==> src/rtl/evt_cnt_pkg.sv <==
package evt_cnt_pkg;

   // smallest synchronizer chain accepted by the bank
   localparam int unsigned SYNC_MIN = 2;

   // number of register slots: one per counter plus the I/O word
   function automatic int unsigned slot_count(input int unsigned n_in);
      return n_in + 1;
   endfunction

   // select width needed to address every slot
   function automatic int unsigned sel_bits_needed(input int unsigned n_in);
      return $clog2(slot_count(n_in));
   endfunction

endpackage

==> src/rtl/evt_sync_fall.sv <==
module evt_sync_fall #(
   parameter int unsigned STAGES = 2
) (
   input  logic clk,
   input  logic rst_n,
   input  logic pin,
   output logic level,
   output logic fall
);
   logic [STAGES-1:0] chain_q;
   logic              prev_q;

   generate
      if (STAGES < evt_cnt_pkg::SYNC_MIN) begin : g_bad_stages
         $error("evt_sync_fall: STAGES below minimum");
      end
   endgenerate

   always_ff @(posedge clk or negedge rst_n) begin
      if (!rst_n) begin
         chain_q <= '0;
         prev_q  <= 1'b0;
      end else begin
         chain_q <= {chain_q[STAGES-2:0], pin};
         prev_q  <= chain_q[STAGES-1];
      end
   end

   assign level = chain_q[STAGES-1];
   assign fall  = prev_q & ~chain_q[STAGES-1];

   // a detected fall is never two cycles long
   a_r9_single_pulse: assert property (@(posedge clk) disable iff (!rst_n)
      fall |=> !fall);

endmodule

==> src/rtl/evt_wrap_counter.sv <==
module evt_wrap_counter #(
   parameter int unsigned W = 16
) (
   input  logic         clk,
   input  logic         rst_n,
   input  logic         inc,
   output logic [W-1:0] value
);
   logic [W-1:0] cnt_q;

   generate
      if (W < 1) begin : g_bad_width
         $error("evt_wrap_counter: W must be positive");
      end
   endgenerate

   always_ff @(posedge clk or negedge rst_n) begin
      if (!rst_n)   cnt_q <= '0;
      else if (inc) cnt_q <= cnt_q + W'(1);
   end

   assign value = cnt_q;

   // each event moves the count by exactly one
   a_r2_count_step: assert property (@(posedge clk) disable iff (!rst_n)
      inc |=> value == W'($past(value) + W'(1)));

   // all-ones wraps to zero
   a_r3_wrap_zero: assert property (@(posedge clk) disable iff (!rst_n)
      (inc && (&value)) |=> value == '0);

   // without an event nothing moves the count
   a_r4_hold_no_event: assert property (@(posedge clk) disable iff (!rst_n)
      !inc |=> $stable(value));

endmodule

==> src/rtl/evt_read_capture.sv <==
module evt_read_capture #(
   parameter int unsigned NUM   = 4,
   parameter int unsigned CW    = 16,
   parameter int unsigned BW    = 16,
   parameter int unsigned SW    = 3
) (
   input  logic              clk,
   input  logic              rst_n,
   input  logic              rd_strobe,
   input  logic [SW-1:0]     rd_sel,
   input  logic [NUM*CW-1:0] cnt_flat,
   input  logic [BW-1:0]     io_word,
   output logic [BW-1:0]     rd_data
);
   localparam int unsigned SLOTS = evt_cnt_pkg::slot_count(NUM);

   logic [BW-1:0] slot_word [SLOTS];
   logic [BW-1:0] sel_word;
   logic [BW-1:0] hold_q;
   logic          rd_q;
   logic          cap;

   genvar gi;
   generate
      for (gi = 0; gi < NUM; gi++) begin : g_slot
         if (CW == BW) begin : g_full
            assign slot_word[gi] = cnt_flat[gi*CW +: CW];
         end else begin : g_ext
            assign slot_word[gi] = {{(BW-CW){1'b0}}, cnt_flat[gi*CW +: CW]};
         end
      end
   endgenerate
   assign slot_word[NUM] = io_word;

   always_comb begin
      sel_word = '0;
      for (int i = 0; i < SLOTS; i++) begin
         if (rd_sel == SW'(i)) sel_word = slot_word[i];
      end
   end

   assign cap = rd_strobe & ~rd_q;

   always_ff @(posedge clk or negedge rst_n) begin
      if (!rst_n) begin
         rd_q   <= 1'b0;
         hold_q <= '0;
      end else begin
         rd_q <= rd_strobe;
         if (cap) hold_q <= sel_word;
      end
   end

   assign rd_data = hold_q;

   // a held strobe keeps the captured word frozen
   a_r5_hold_while_strobe: assert property (@(posedge clk) disable iff (!rst_n)
      (rd_strobe && rd_q) |=> $stable(rd_data));

   // without a strobe the captured word stays put
   a_r5_idle_stable: assert property (@(posedge clk) disable iff (!rst_n)
      !rd_strobe |=> $stable(rd_data));

endmodule

==> src/rtl/evt_cnt_bank.sv <==
module evt_cnt_bank #(
   parameter int unsigned NUM_IN      = 4,
   parameter int unsigned CNT_W       = 16,
   parameter int unsigned BUS_W       = 16,
   parameter int unsigned SEL_W       = 3,
   parameter int unsigned SYNC_STAGES = 2
) (
   input  logic              clk,
   input  logic              rst_n,
   input  logic [NUM_IN-1:0] pin_in,
   input  logic              rd_strobe,
   input  logic [SEL_W-1:0]  rd_sel,
   output logic [BUS_W-1:0]  rd_data,
   input  logic              wr_strobe,
   input  logic [SEL_W-1:0]  wr_sel,
   input  logic [BUS_W-1:0]  wr_data,
   output logic              out_pin,
   output logic              trig_out
);
   localparam int unsigned IO_SLOT = NUM_IN;
   localparam int unsigned OUT_BIT = NUM_IN;

   generate
      if (NUM_IN < 1 || NUM_IN + 1 > BUS_W) begin : g_bad_num
         $error("evt_cnt_bank: NUM_IN does not fit the bus");
      end
      if (CNT_W > BUS_W) begin : g_bad_cnt
         $error("evt_cnt_bank: CNT_W wider than BUS_W");
      end
      if (SEL_W < evt_cnt_pkg::sel_bits_needed(NUM_IN)) begin : g_bad_sel
         $error("evt_cnt_bank: SEL_W too narrow for all slots");
      end
   endgenerate

   logic [NUM_IN-1:0]       level;
   logic [NUM_IN-1:0]       fall;
   logic [NUM_IN*CNT_W-1:0] cnt_flat;
   logic [BUS_W-1:0]        io_word;
   logic                    out_q;
   logic                    io_wr;

   genvar gi;
   generate
      for (gi = 0; gi < NUM_IN; gi++) begin : g_lane
         evt_sync_fall #(.STAGES(SYNC_STAGES)) i_sync (
            .clk   (clk),
            .rst_n (rst_n),
            .pin   (pin_in[gi]),
            .level (level[gi]),
            .fall  (fall[gi])
         );
         evt_wrap_counter #(.W(CNT_W)) i_cnt (
            .clk   (clk),
            .rst_n (rst_n),
            .inc   (fall[gi]),
            .value (cnt_flat[gi*CNT_W +: CNT_W])
         );
      end
   endgenerate

   assign io_wr = wr_strobe && (wr_sel == SEL_W'(IO_SLOT));

   always_ff @(posedge clk or negedge rst_n) begin
      if (!rst_n)     out_q <= 1'b0;
      else if (io_wr) out_q <= wr_data[OUT_BIT];
   end

   generate
      if (BUS_W > NUM_IN + 1) begin : g_io_pad
         assign io_word = {{(BUS_W-NUM_IN-1){1'b0}}, out_q, level};
      end else begin : g_io_tight
         assign io_word = {out_q, level};
      end
   endgenerate

   evt_read_capture #(
      .NUM (NUM_IN),
      .CW  (CNT_W),
      .BW  (BUS_W),
      .SW  (SEL_W)
   ) i_cap (
      .clk       (clk),
      .rst_n     (rst_n),
      .rd_strobe (rd_strobe),
      .rd_sel    (rd_sel),
      .cnt_flat  (cnt_flat),
      .io_word   (io_word),
      .rd_data   (rd_data)
   );

   assign out_pin  = out_q;
   assign trig_out = fall[0];

   // a write to the I/O slot loads the output bit
   a_r8_out_load: assert property (@(posedge clk) disable iff (!rst_n)
      (wr_strobe && wr_sel == SEL_W'(IO_SLOT)) |=> out_pin == $past(wr_data[OUT_BIT]));

   // other slots leave the output bit alone
   a_r8_out_keep: assert property (@(posedge clk) disable iff (!rst_n)
      !(wr_strobe && wr_sel == SEL_W'(IO_SLOT)) |=> $stable(out_pin));

endmodule

==> config.mk <==
export PLATFORM = sky130hd
export DESIGN_NAME = evt_cnt_bank
export DESIGN_NICKNAME = d
export VERILOG_FILES = /design/src/rtl/evt_cnt_pkg.sv /design/src/rtl/evt_sync_fall.sv /design/src/rtl/evt_wrap_counter.sv /design/src/rtl/evt_read_capture.sv /design/src/rtl/evt_cnt_bank.sv
export SDC_FILE = /design/constraint.sdc
export NUM_CORES = 1
export LEC_CHECK = 0
export ABC_AREA = 1
export CAP_MARGIN = 25
export CORE_ASPECT_RATIO = 0.5
export CORE_UTILIZATION = 54
export DETAILED_ROUTE_END_ITERATION = 7
export PLACE_DENSITY = 0.8
export SLEW_MARGIN = 5
export SYNTH_ARGS = -nofsm -noshare
export SYNTH_HDL_FRONTEND = slang
export SYNTH_SLANG_ARGS = --single-unit
==> constraint.sdc <==
create_clock -name clk -period 1.5 [get_ports clk]
set_input_delay 0.3 -clock clk [delete_from_list [all_inputs] [get_ports clk]]
set_output_delay 0.3 -clock clk [all_outputs]
set_load 0.005 [all_outputs]
==> metrics <==
Rel. slew slack=78.8%; H-tree levels=3; slew at the pin with the worst max-slew slack=0.318 ns; initial DRC count=384; root buf cell=clkbuf_16; Buf/Inv on CP=1; leakage=3.15 nW; initial antenna violation count=0; Row Count=24; fin crit share=98.7%; kind of critical path=flop to output pin; CP peak stage delay=0.49 ns; dpl ws=-0.261 ns; vias per cell=5.28; starting density of the core=56.4%; grt met3 use=6.03%; gr ovfl total=0; Diodes inserted=0; ys flop type=dfrtp_1; status=finished clean; Req. time, crit path=1.20 ns; Worst-Skew Late Latency=0.35 ns; global-route wire length before repair=20.4 mm; layout cells sized above 1=12.1%; Syn. warnings=0; area delta synth->final=21.7%; R2R cell count=8; die area=9640 um2; number of port buffers=32; Critical Path Sink Type=output pin; total power=6.94 mW; DR vias=4,543; Final WS setup=0.0198 ns; Max Buffers Root-to-Sink=2; routed len/inst=14.4 um; most frequent cell after synthesis=nand2_1; Yosys cell types=26; WHS Path Cells=0; Final Setup Violations=0; setup TNS=0 ns; GPL Wtd Cong=0.928; met1 usage=40.4%; Max-Cap Viols=0; CTS tree=done; worst hold-check path type=flop to flop; Net count, final=773; Post-Syn Area=4980 um2; Synth area leaders=dfrtp_1 47%, nand2_1 18%, inv_1 5.8%; Peak supply drop=0.617 mV; Std-Cell Core Area=8830 um2; most common library cells after synthesis=244 x nand2_1, 94 x dfrtp_1, 77 x inv_1; Synth Net Count=698; IO Count=48; CP Depth=1; Final min period=1.48 ns; Routed WL=12.4 mm; Residual DRC=0; EDFF count, synth=0; crit path max fanout=2; Post-Syn Instances=664; register area share after synthesis=47.2%; Max Transition Viols Final=0; CTS Buf Count=9; Worst Setup Start Kind=flop; DR pass1 iterations=5; Clock transition at path regs=0.06 ns; Finished Core Util=68.7%; Total GRT Usage=28.0%; Crit-path slowest cell=clkdlybuf4s50_1; Die X=138 um; register bit total from synthesis=94; Arr. time, crit path=1.18 ns; vias in the first global route=4,239; Mean Syn Cell Area=7.50 um2; crit path cell chain=clkdlybuf4s50_1; Max Fclk=676 MHz; asr flop ratio synth=100%; Die Y=69.9 um; final antenna-violating net count=0; busiest grt layer=met2; CTS sink cnt=94; met2 Track Usage GR=42.1%; Pwr per Cell Area=1140 nW/um2; final hold viol count=0; crit-path leading delay family=buffers and inverters; Yosys top cell area share=47.2%; area leader, netlist=dfrtp_1; clk_skew=0.00409 ns; post-DP HPWL=9.15 mm; pin count of the biggest net entering global routing=50
-- layout make-up --
class / instances / area, um2
fillers: 713 / 2760
well taps: 117 / 146
inverters: 89 / 337
flip-flops and latches: 94 / 2350
multi-input cells: 473 / 2280
clock buffers: 11 / 243
clock inverters: 5 / 58.8
repair buffers: 72 / 646
-- flip-flops by register name, summed over array words and instances (netlist names) --
| register | cells |
|---|---|
| g_lane.i_sync.prev_q | 4 |
| i_cap.rd_data | 16 |
| g_lane.i_sync.chain_q | 8 |
| g_lane.i_cnt.value | 64 |
| out_pin | 1 |
| i_cap.rd_q | 1 |
-- final timing paths --
check	to	slack [ns]	startpoint
hold reg to reg	g_lane[0].i_sync.chain_q[1]	0.35	g_lane[0].i_sync.chain_q[0]
min in group asynchronous	g_lane[3].i_cnt.value[0]	0.37	rst_n
setup reg to reg	g_lane[1].i_cnt.value[12]	0.09	g_lane[1].i_cnt.value[0]
max in group asynchronous	i_cap.rd_data[15]	0.58	rst_n
hold / removal	g_lane[0].i_sync.chain_q[1]	0.35	g_lane[0].i_sync.chain_q[0]
setup / recovery	rd_data[10]	0.02	i_cap.rd_data[10]
-- repair_timing --
| item | CTS | global route |
|---|---|---|
| endpoints found under the hold margin | 15 | 0 |
| hold buffers | 1 | 0 |
| setup endpoints to repair | 12 | 20 |
| setup buffers | 4 | 0 |
| resized for setup | 13 | 20 |
-- power breakdown --
| part | switching [mW] | total, mW | internal [mW] |
|---|---|---|---|
| Clock | 0.967 | 2.30 | 1.34 |
| Sequential | 0.334 | 3.22 | 2.88 |
| Combinational | 0.799 | 1.42 | 0.623 |
-- metal layers --
layer	part of all wire, %	up-vias
met1	47	2147
li1	-	2214
met3	6.6	24
met4	2.0	0
met5	0	-
met2	45	158
-- metrics by stage --
step | hold slack (ns) | cells | cell area [um2]
6_report | 0.348 | 861 | 6070
5_1_grt | 0.362 | 861 | 6070
4_1_cts | 0.349 | 861 | 6000
3_5_place_dp | 0.199 | 840 | 5680
3_3_place_gp | 0.195 | 840 | 5680
2_1_floorplan | 0.00441 | 664 | 4980
-- layout by cell type (no fill, tap or decap), types with 4 or more instances in the layout --
master / instances
a21oi_1: 9
dlygate4sd2_1: 12
clkdlybuf4s50_1: 13
nand3_1: 33
nor2_1: 61
o21bai_1: 4
nor2_2: 11
nor3_1: 7
nand2_1: 243
xor2_1: 25
o211ai_1: 6
dfrtp_1: 94
dlymetal6s2s_1: 6
inv_1: 77
xnor2_1: 11
clkbuf_16: 9
inv_2: 11
o21ai_1: 11
o21ai_0: 18
buf_4: 38
nand4_1: 18
-- cells by family after synthesis --
kind of cell	share of synthesized area, %
muxes	0.226
DFF	47.2
xor gates and xnor gates	6.33
and+or+nand+nor	31.9
AOI/OAI and AO/OA	5.42
adders and majority gates	1.00
buffers and inverters	7.89
(Power assumes the default switching activity.)
